--- src/rtl/chan_ctl_reg.sv ---
module chan_ctl_reg #(
  parameter int          W       = 32,
  parameter logic [31:0] VERSION = 32'hA000_0000,
  parameter logic [31:0] RO_MASK = 32'hFE00_0007,
  parameter int          EN_BIT  = 9,
  parameter int          RST_BIT = 7,
  parameter int          DRN_BIT = 6,
  parameter int          IRQ_BIT = 0,
  parameter int          LD_BIT  = 26
) (
  input  logic         clk,
  input  logic         rst,
  input  logic         wr_en,
  input  logic [W-1:0] wr_data,
  input  logic         irq_pend,
  input  logic         buf_loaded,
  output logic [W-1:0] rd_data,
  output logic         dev_rst,
  output logic         xfer_en
);
  localparam logic [W-1:0] WR_MASK = ~RO_MASK[W-1:0];

  logic [W-1:0] store_q;
  logic [W-1:0] cooked;
  logic         irq_q, ld_q;

  always_comb begin
    cooked = wr_data;
    if (wr_data[RST_BIT])      cooked = wr_data;
    else if (wr_data[DRN_BIT]) cooked[DRN_BIT] = 1'b0;
    else if (wr_data == '0)    cooked[DRN_BIT] = 1'b1;
  end

  always_ff @(posedge clk) begin
    irq_q <= irq_pend;
    ld_q  <= buf_loaded;
    if (rst) begin
      store_q <= '0;
      dev_rst <= 1'b0;
      xfer_en <= 1'b0;
    end else begin
      dev_rst <= wr_en & wr_data[RST_BIT];
      if (wr_en) begin
        store_q <= cooked & WR_MASK;
        if (cooked[EN_BIT] && !store_q[EN_BIT])      xfer_en <= 1'b1;
        else if (!cooked[EN_BIT] && store_q[EN_BIT]) xfer_en <= 1'b0;
      end
    end
  end

  always_comb begin
    rd_data          = store_q | VERSION[W-1:0];
    rd_data[IRQ_BIT] = irq_q;
    rd_data[LD_BIT]  = ld_q;
  end

  p_pulse_r4: assert property (@(posedge clk) disable iff (rst)
    wr_en && wr_data[RST_BIT] |=> dev_rst);
  p_pulse_src_r4: assert property (@(posedge clk) disable iff (rst)
    dev_rst |-> $past(wr_en && wr_data[RST_BIT]));
  p_en_rise_r7: assert property (@(posedge clk) disable iff (rst)
    wr_en && wr_data[EN_BIT] |=> xfer_en);
  p_en_fall_r8: assert property (@(posedge clk) disable iff (rst)
    wr_en && !wr_data[EN_BIT] |=> !xfer_en);
  p_en_hold_r8: assert property (@(posedge clk) disable iff (rst)
    !wr_en |=> $stable(xfer_en));
  p_version_r3: assert property (@(posedge clk) disable iff (rst)
    (rd_data & VERSION[W-1:0]) == VERSION[W-1:0]);
  p_status_r9: assert property (@(posedge clk) disable iff (rst)
    rd_data[IRQ_BIT] == $past(irq_pend) && rd_data[LD_BIT] == $past(buf_loaded));
  p_en_match_r8: assert property (@(posedge clk) disable iff (rst)
    xfer_en == rd_data[EN_BIT]);
endmodule

--- config.mk ---
export PLATFORM = sky130hd
export DESIGN_NAME = chan_ctl_reg
export DESIGN_NICKNAME = d
export VERILOG_FILES = /design/src/rtl/chan_ctl_reg.sv
export SDC_FILE = /design/constraint.sdc
export NUM_CORES = 1
export LEC_CHECK = 0
export ABC_AREA = 1
export BUFFER_PORTS_ARGS = -buffer_cell sky130_fd_sc_hd__buf_4
export CAP_MARGIN = 15
export CORE_MARGIN = 2
export CORE_UTILIZATION = 35
export CTS_CLUSTER_SIZE = 12
export DETAILED_ROUTE_END_ITERATION = 16
export GPL_ROUTABILITY_DRIVEN = 0
export PLACE_DENSITY = 0.71
export SYNTH_ARGS = -nofsm -noshare
export SYNTH_HDL_FRONTEND = slang
export SYNTH_SLANG_ARGS = --single-unit
export TNS_END_PERCENT = 1
--- constraint.sdc ---
create_clock -name clk -period 1.07 [get_ports clk]
set_clock_uncertainty 0.2 [all_clocks]
set_input_delay 0.0535 -clock clk [delete_from_list [all_inputs] [get_ports clk]]
set_output_delay 0.0535 -clock clk [all_outputs]
set_load 0.03 [all_outputs]
==> flow_results.org, run 1 <==
** Status
- The flow ran to the end, but the final reports show violations.
- The final reports fail on hold timing, setup timing.

** Synth
- A synthesized cell averages 7.20 um^2.
- Of the total synthesized cell area, the portion taken by XOR and XNOR cells is 0%.
- Summed over all instances, the cell type with the most area after synthesis is dfxtp_1.
- The mapped netlist covers 0.00107 mm^2.
- Yosys cell types :: 15
- Summing the areas of all compound-gate instances in the mapped netlist gives 11.2% of the synthesized area.
- Synthesized instance count :: 149
- Number of flip-flops and latches in the synthesized netlist :: 26
- The Yosys step of the flow raised 0 warnings.
- Yosys attributes the largest share of cell area to dfxtp_1, nor2_1, o21ai_0, buf_4, nand2_1.
- Largest family of logic cells by synthesized area :: simple AND/OR/NAND/NOR gates
- Fraction of the mapped netlist area in simple logic gates :: 27.4%
- Sequential fraction of the synthesis area :: 48.5%
- Synth top area share :: 48.5%
- Summing the areas of all fa, ha and maj instances in the mapped netlist gives between 1 and 1.5% of the synthesized area.
- Of the post-synthesis cell area, the part taken by muxes is 0%.

** Die
- The floorplan step defined a die boundary enclosing 0.00353 mm^2.
- Num ports :: just over 70
- After floorplanning, the core was sized to cover 0.00298 mm^2.
- Cell Rows :: 20
- The floorplan step set the die width to 59.4 um.
- For this configuration, the core starts out at a cell density of 36.1%.
- Die Y :: 59.4 um

** Clock network
- Number of setup buffers added after CTS :: 0
- Clock Latency Late Sink :: between 300 and 400 ps
- In this run the clock root is driven by a clkbuf_4.
- Total CTS buffers :: 3
- Clock tree from TritonCTS :: done
- Clk sink count :: 26
- The clock passes through at most 2 buffers.
- In this run the number of H-tree levels came out at 1.
- Clock-pin slew was measured on the worst setup and hold paths at 150 ps.

** Global routing
- For this run the aggregate overflow at the end of global routing stands at 0.
- The number of antenna violations at the first check in global routing is 0.
- The number of global-route vias before repair is about 980.
- Wire length of the first global-routing pass :: just over 4000 um
- Global routing used 15.1% of the available tracks across all layers.
- Maximum number of pins on one net before global-route repair :: 15

** Timing
- The final number of hold-violating endpoints was 11.
- Final max-slew violation count :: 0
- Minimum clock period after layout :: 1170 ps
- Final hold slack :: -165 ps
- Max Freq :: 858 MHz
- RSZ-0062 raised after global routing :: yes
- In the final timing run, aggregate negative setup slack is -168 ps.
- Final setup violating endpoints :: 4
- Fin crit share :: 109%
- After layout, the worst setup slack is -95.3 ps.

** Layout
- In the final layout, the share of cells above drive strength 1 is 41.8%.
- Counting the fill cells in the layout gives ~250.
- Antenna diode instance count :: 0
- Compared with the post-synthesis result, the final layout area differs by 86.2%.
- After the last flow step, the layout net total stands at 278.
- Cells fill between 60% and 70% of the core in the end.
- Final non-filler cell total :: 272

** Placement
- Timing analysis after detailed placement gives a worst setup slack of -85.9 ps.
- The wire-length estimate of the detail-placed layout is 1980 um.
- The number of placed instances, taps included, is 240.
- During placement, the flow inserted port buffers numbering 62.

** Power
- Pwr/cell area :: around 1100 mW/mm^2
- Worst-case vdd ir drop :: 0.00107 V
- Leakage component of the power :: between 0.0009 and 0.001 uW

** Worst setup path
- Data on the critical path is required at its endpoint by roughly 1100 ps.
- The worst register-to-register path begins at store_q[9]$_SDFFE_PP0P_.
- Measured in cells, the most critical reg-to-reg path has a length of 5.
- Endpoint of the worst setup timing path :: xfer_en$_SDFFE_PP0P_
- Max stage delay cell, worst path :: dfxtp_4
- Highest net fanout along the worst path :: 2
- For the worst setup path, the data arrival time is about 1200 ps.
- Together, buffers and inverters on the worst path number 1.
- Among cell families on the critical path, the largest total delay comes from flip-flops.
- Tracing the worst setup path back leads to its startpoint at store_q[9]$_SDFFE_PP0P_.
- Walking the worst path, the cells encountered are inv_4 -> ha_4 -> nor2_1 -> o21ai_1 -> nor2_1.
- Setup slack of the worst register-to-register path :: -100 ps
- Worst path depth :: 5
- Critical path launch point type :: flop
- The largest single stage delay on the critical path is roughly 380 ps.
- The endpoint identified for the worst register-to-register timing path is xfer_en$_SDFFE_PP0P_.
- CP Class :: flop to flop
- The cell that appears most often on the critical path is nor2_1.
- Type of element capturing the critical path :: flop

** Drt
- In this run, the number of DRC markers left after iteration 0 of detailed routing was 10.
- For this block, the via count after detailed routing is 1215.
- Sum of met3 wire segment lengths after detailed routing :: about 210 um
- In the final routed layout, each cell accounts on average for 10.9 um.
- Met2 routed wirelength :: 1530 um
- Before antenna repair, the detailed router went through 4 iterations.
- Number of nets with antenna violations after detailed routing :: 0
- Routed Wire Length :: 2980 um
- After detailed routing, no signal wire sits above met4.
- Final routed DRC violation total :: 0
- The detailed router put a total of around 1200 um of wire on met1.
- Dividing the detail-routed via count by the number of cells gives 4.47.

** Worst hold path
- The tightest min-delay check is of the input pin to flop type.
- HP Start :: wr_data[9]

** Flow run
- Number of max-capacitance violations reported :: 0
-- metrics by stage --
| stage | cell area, um^2 | total power (uW) |
|---|---|---|
| 4_1_cts | 1830 | 2130 |
| 6_report | 2000 | 2170 |
| 3_5_place_dp | 1570 | 1620 |
| 3_3_place_gp | 1570 | 1620 |
| 5_1_grt | 2000 | 2290 |
| 2_1_floorplan | 1120 | 1400 |
-- synth_stat cells --
library cell,number
nand2_1,13
buf_2,2
dfxtp_1,26
clkbuf_1,2
o211a_1,1
buf_4,11
o21ai_0,20
nand3_1,2
nor3_1,2
inv_1,4
buf_1,1
conb_1,2
nor2_1,60
ha_1,1
a21oi_1,2
-- cell families after synthesis --
group	Yosys count
AND/OR/NAND/NOR	77
flip-flops	26
AO/OA/AOI/OAI	23
buffers and inverters	20
other	2
adder cells (fa/ha/maj)	1
-- routing by layer --
layer	vias to the layer above	global-route usage (%)
met5	-	0
met4	0	2.92
met3	2	5.02
met2	43	27.5
met1	541	17.2
li1	629	-
-- worst reg2reg max path, cell delays in order, from the launching register on --
cell and delay, ps:
dfxtp_4 380, inv_4 40, ha_4 250, nor2_1 40, o21ai_1 120, nor2_1 50
-- area by class of cell --
type	instances	area [um^2]	area share, %
Multi-Input combinational cell	109	474	23.7
Timing Repair Buffer	96	886	44.3
Clock buffer	4	26.3	1.31
Tap cell	33	41.3	2.07
Inverter	4	17.5	0.876
Sequential cell	26	554	27.7
-- what timing repair did --
| action | in CTS | in global routing |
|---|---|---|
| hold endpoints to repair | 26 | 24 |
| hold buffers | 13 | 24 |
| resized for setup | 39 | 12 |
| setup endpoints to repair | 26 | 49 |
| pin swaps | 0 | 11 |
-- worst min path at each step --
stage | endpoint | slack [ps] | cells past startpoint
floorplan | irq_q$_DFF_P_ | -120 | 0
global placement | ld_q$_DFF_P_ | -40 | 1
detailed placement | ld_q$_DFF_P_ | -40 | 1
CTS | store_q[24]$_SDFFE_PP0P_ | -250 | 3
global route | store_q[9]$_SDFFE_PP0P_ | -140 | 3
finish | store_q[9]$_SDFFE_PP0P_ | -170 | 3
-- state kept, by name, indices dropped and copies added (netlist names) --
signal,count
ld_q,1
xfer_en,1
store_q,22
dev_rst,1
irq_q,1
-- layout by cell type (no fill, tap or decap), drive strengths merged --
master / Yosys / layout
a21oi: 2 / 2
buf: 14 / 69
clkbuf: 2 / 4
conb: 2 / 8
dfxtp: 26 / 26
dlygate4sd3: 0 / 27
ha: 1 / 1
inv: 4 / 4
nand2: 13 / 13
nand3: 2 / 2
nor2: 60 / 60
nor3: 2 / 2
o211a: 1 / 1
o21ai: 20 / 20
-- report_power, final --
group	switching [uW]	internal [uW]
clock	276	146
sequential	40.7	1040
combinational	328	333
total	645	1520
(Power assumes the default switching activity.)
==> inputs of run 2 (changes only) <==
- ABC_AREA: 1 -> 0
==> flow_results.org, run 2 <==
** Status
- The flow ran to the end, but the final reports show violations.
- The final reports fail on hold timing, setup timing.

** Synth
- Top cell type by total area after synthesis :: dfxtp_1
- The total standard cell area after synthesis was 0.00108 mm^2 (+1.0%).
- The commonest cells after synthesis are dfxtp_1, mux2i_1, nor2_1.
- Synth top area share :: 48.0% (-0.50 points)
- Top post-synthesis cells by area :: dfxtp_1, mux2i_1, buf_4, nor2_1, nor4_2
- The post-synthesis sequential element count was 26 (unchanged).
- Sequential fraction of the synthesis area :: 48.0% (-0.50 points)
- Async SR Flop Fraction :: 0% (unchanged)
- The number of enable flip-flop cells after synthesis is 0 (unchanged).
- The count of yosys warnings during synthesis was 0 (unchanged).
- The mean area per synthesized cell is 10.2 um^2 (+42%).
- Primary FF master, synth :: dfxtp_1
- The number of distinct library cell variants in the gate-level netlist after synthesis came to 18 (+3).
- The most common cell in the synthesized netlist is dfxtp_1.
- Synthesized instance count :: 106 (-29%)

** Timing
- The max-slew violation total from the final report was 0 (unchanged).
- Final hold slack :: -232 ps (-66.8 ps)
- Min setup slack post-route :: -168 ps (-72.4 ps)
- The part of the cycle the worst path needs came to 116% (+6.8 points).
- Max Freq :: 808 MHz (-5.8%)
- Minimum clock period after layout :: 1240 ps (+72.4 ps)
- Setup repair after global routing could not meet its margin everywhere.
- Final setup violating endpoints :: 7 (+3)
- Number of failing hold endpoints at the final stage :: 23 (+12)

** Global routing
- Number of global-route vias before repair :: 925 (-5.4%)
- Wire length of the first global-routing pass :: 4110 um (+0.69%)
- GRT Residual Overflow :: 0 (unchanged)
- The overall routing resource usage came to 15.3% (+0.16 points).
- The maximum number of pins on one net before global-route repair came to 15 (unchanged).
- The number of antenna violations at the first check in global routing was 0 (unchanged).

** Die
- Cell Rows :: 20 (unchanged)
- The height of the die came to 59.7 um (+0.49%).
- Die outline area :: 0.00356 mm^2 (+0.98%)
- The number of top-level pins came to 71 (unchanged).
- Initial cell density of the core :: 36.1% (+0.075 points)
- Core Region :: 0.00300 mm^2 (+0.84%)
- Chip width :: 59.7 um (+0.49%)

** Power
- The total power density per cell area is 1170 mW/mm^2 (+8.1%).
- Leakage component of the power :: 0.000883 uW (-6.3%)
- Total design power :: 2160 uW (-0.51%)
- The largest vdd supply drop came to 0.000602 V (-44%).

** Worst setup path
- The maximum fanout count along the critical path was 2 (unchanged).
- Required time of the worst setup path :: 1100 ps (about the same)
- Critical path launch point type :: flop
- Among all stages on the critical path, the largest delay is contributed by dfxtp_4.
- Type of element capturing the critical path :: flop
- Worst path arrival time :: 1270 ps (+70 ps)
- Delay of the slowest cell on the worst path :: 370 ps (about the same)
- Walking the worst path, the cells encountered are inv_2 -> ha_4 -> nor2b_4 -> mux2i_1 -> nor2_1.
- CP Class :: flop to flop

** Drt
- Routed Wire Length :: 2710 um (-8.8%)
- Count of routing violations after the opening detailed-route iteration :: 21 (+11)
- The post-route antenna net violation count came to 0 (unchanged).
- The number of vias per cell after detailed routing came to 4.70 (+5.2%).
- The number of vias in the routed layout came to 992 (-18%).
- Routed length per placed instance :: 12.9 um (+18%)
- The DRC violations left came to 0 (unchanged).
- Number of detailed-routing iterations run before antenna repair :: 4 (unchanged)

** Layout
- Share of post-route cells with drive strength above 1 :: 61.2% (+19 points)
- The layout net count was 217 (-22%).
- Counting flops per register, the top entry is store_q.
- The number of flip-flops in the largest register was 22 (unchanged).
- The cell area after layout came to 0.00184 mm^2 (-8.0%).
- Most frequent cells in the layout :: buf_4, buf_6, dfxtp_2
- Antenna diode instance count :: 0 (unchanged)
- Area delta synth->final :: 69.5%
- Most frequent standard cell in the layout excluding fill and tap cells :: buf_4

** Clock network
- The H-tree depth was 1 (unchanged).
- Total CTS buffers :: 3 (unchanged)
- The root buffer cell chosen for the clock tree is clkbuf_4.
- Clk sink count :: 26 (unchanged)
- The number of buffers between clock root and the deepest sink is 2 (unchanged).
- Clock Latency Late Sink :: 320 ps (about the same)
- Clock-pin slew of the registers on the worst-case setup and hold paths :: 140 ps (about the same)
- Clock tree from TritonCTS :: done

** Flow run
- Number of max-capacitance violations reported :: 0 (unchanged)

** Placement
- The worst-case setup slack after placement was -206 ps (-121 ps).
- Post-place instance area :: 0.00160 mm^2 (+2.2%)
- Number of input and output port buffers inserted :: 62 (unchanged)
- Final HPWL from detailed placement :: 1940 um (-1.8%)

** Worst hold path
- Class of the worst hold path :: input pin to flop
run 2: logic make-up (layout without fill, tap and decap cells):
group	after synthesis	after routing	synth area share [%]
flops	26	26	48.0
buf+inv	17	83	10.3
simple gates	36	36	18.2
other cells	2	8	0.692
fa+ha+maj	1	1	1.15
mux	22	22	20.3
compound gates	2	2	1.38
run 2: what timing repair did:
item / 4_1_cts / 5_1_grt
buffers inserted: 0 / 0
cloned: 0 / 0
setup endpoints to repair: 25 / 29
hold endpoints to repair: 26 / 24
pin swaps: 1 / 1
gates resized for setup: 47 / 7
hold buffers: 6 / 1
run 2: final timing paths:
check                                               from                  endpoint  slack, ps  cells past startpoint
worst max-delay path             store_q[9]$_SDFFE_PP0P_      xfer_en$_SDFFE_PP0P_       -170                      5
worst min-delay path                         wr_data[12]  store_q[12]$_SDFFE_PP0P_       -230                      3
worst max register to register   store_q[9]$_SDFFE_PP0P_      xfer_en$_SDFFE_PP0P_       -170                      5
worst min register to register  store_q[24]$_SDFFE_PP0P_  store_q[24]$_SDFFE_PP0P_        310                      2
run 2: final cells by class:
type	count	area, um^2
fill	249	1160
multi-input combinational	69	495
sequential	26	554
tap	33	41.3
clock buffer	4	36.3
inverter	1	3.75
timing repair buffer	78	708
run 2: per-layer routing:
metal	vias to the layer above	track usage (%)	wire length, um
met5	-	0	0
met4	0	6.67	34
li1	490	-	-
met1	455	19.2	1050
met3	4	3.90	205
met2	43	24.7	1420
run 2: worst max-delay path, delay by kind of cell, from the launching register on:
kind	cells	cell delay, ps
and+or+nand+nor	2	150
DFF	1	370
adders and majority gates	1	210
muxes	1	180
buffers and inverters	1	40
run 2: through the flow:
| step | cells | utilization [%] | setup TNS, ps |
|---|---|---|---|
| 2_1_floorplan | 112 | - | -258 |
| 3_3_place_gp | 200 | 53.4 | -265 |
| 3_5_place_dp | 200 | 53.4 | -379 |
| 4_1_cts | 210 | 60.6 | -620 |
| 5_1_grt | 211 | 61.3 | -1180 |
| 6_report | 211 | 61.3 | -411 |
run 2: power breakdown:
part           switching (uW)  internal (uW)
clock                     290            208
sequential               37.8           1030
combinational             291            295
total                     619           1540
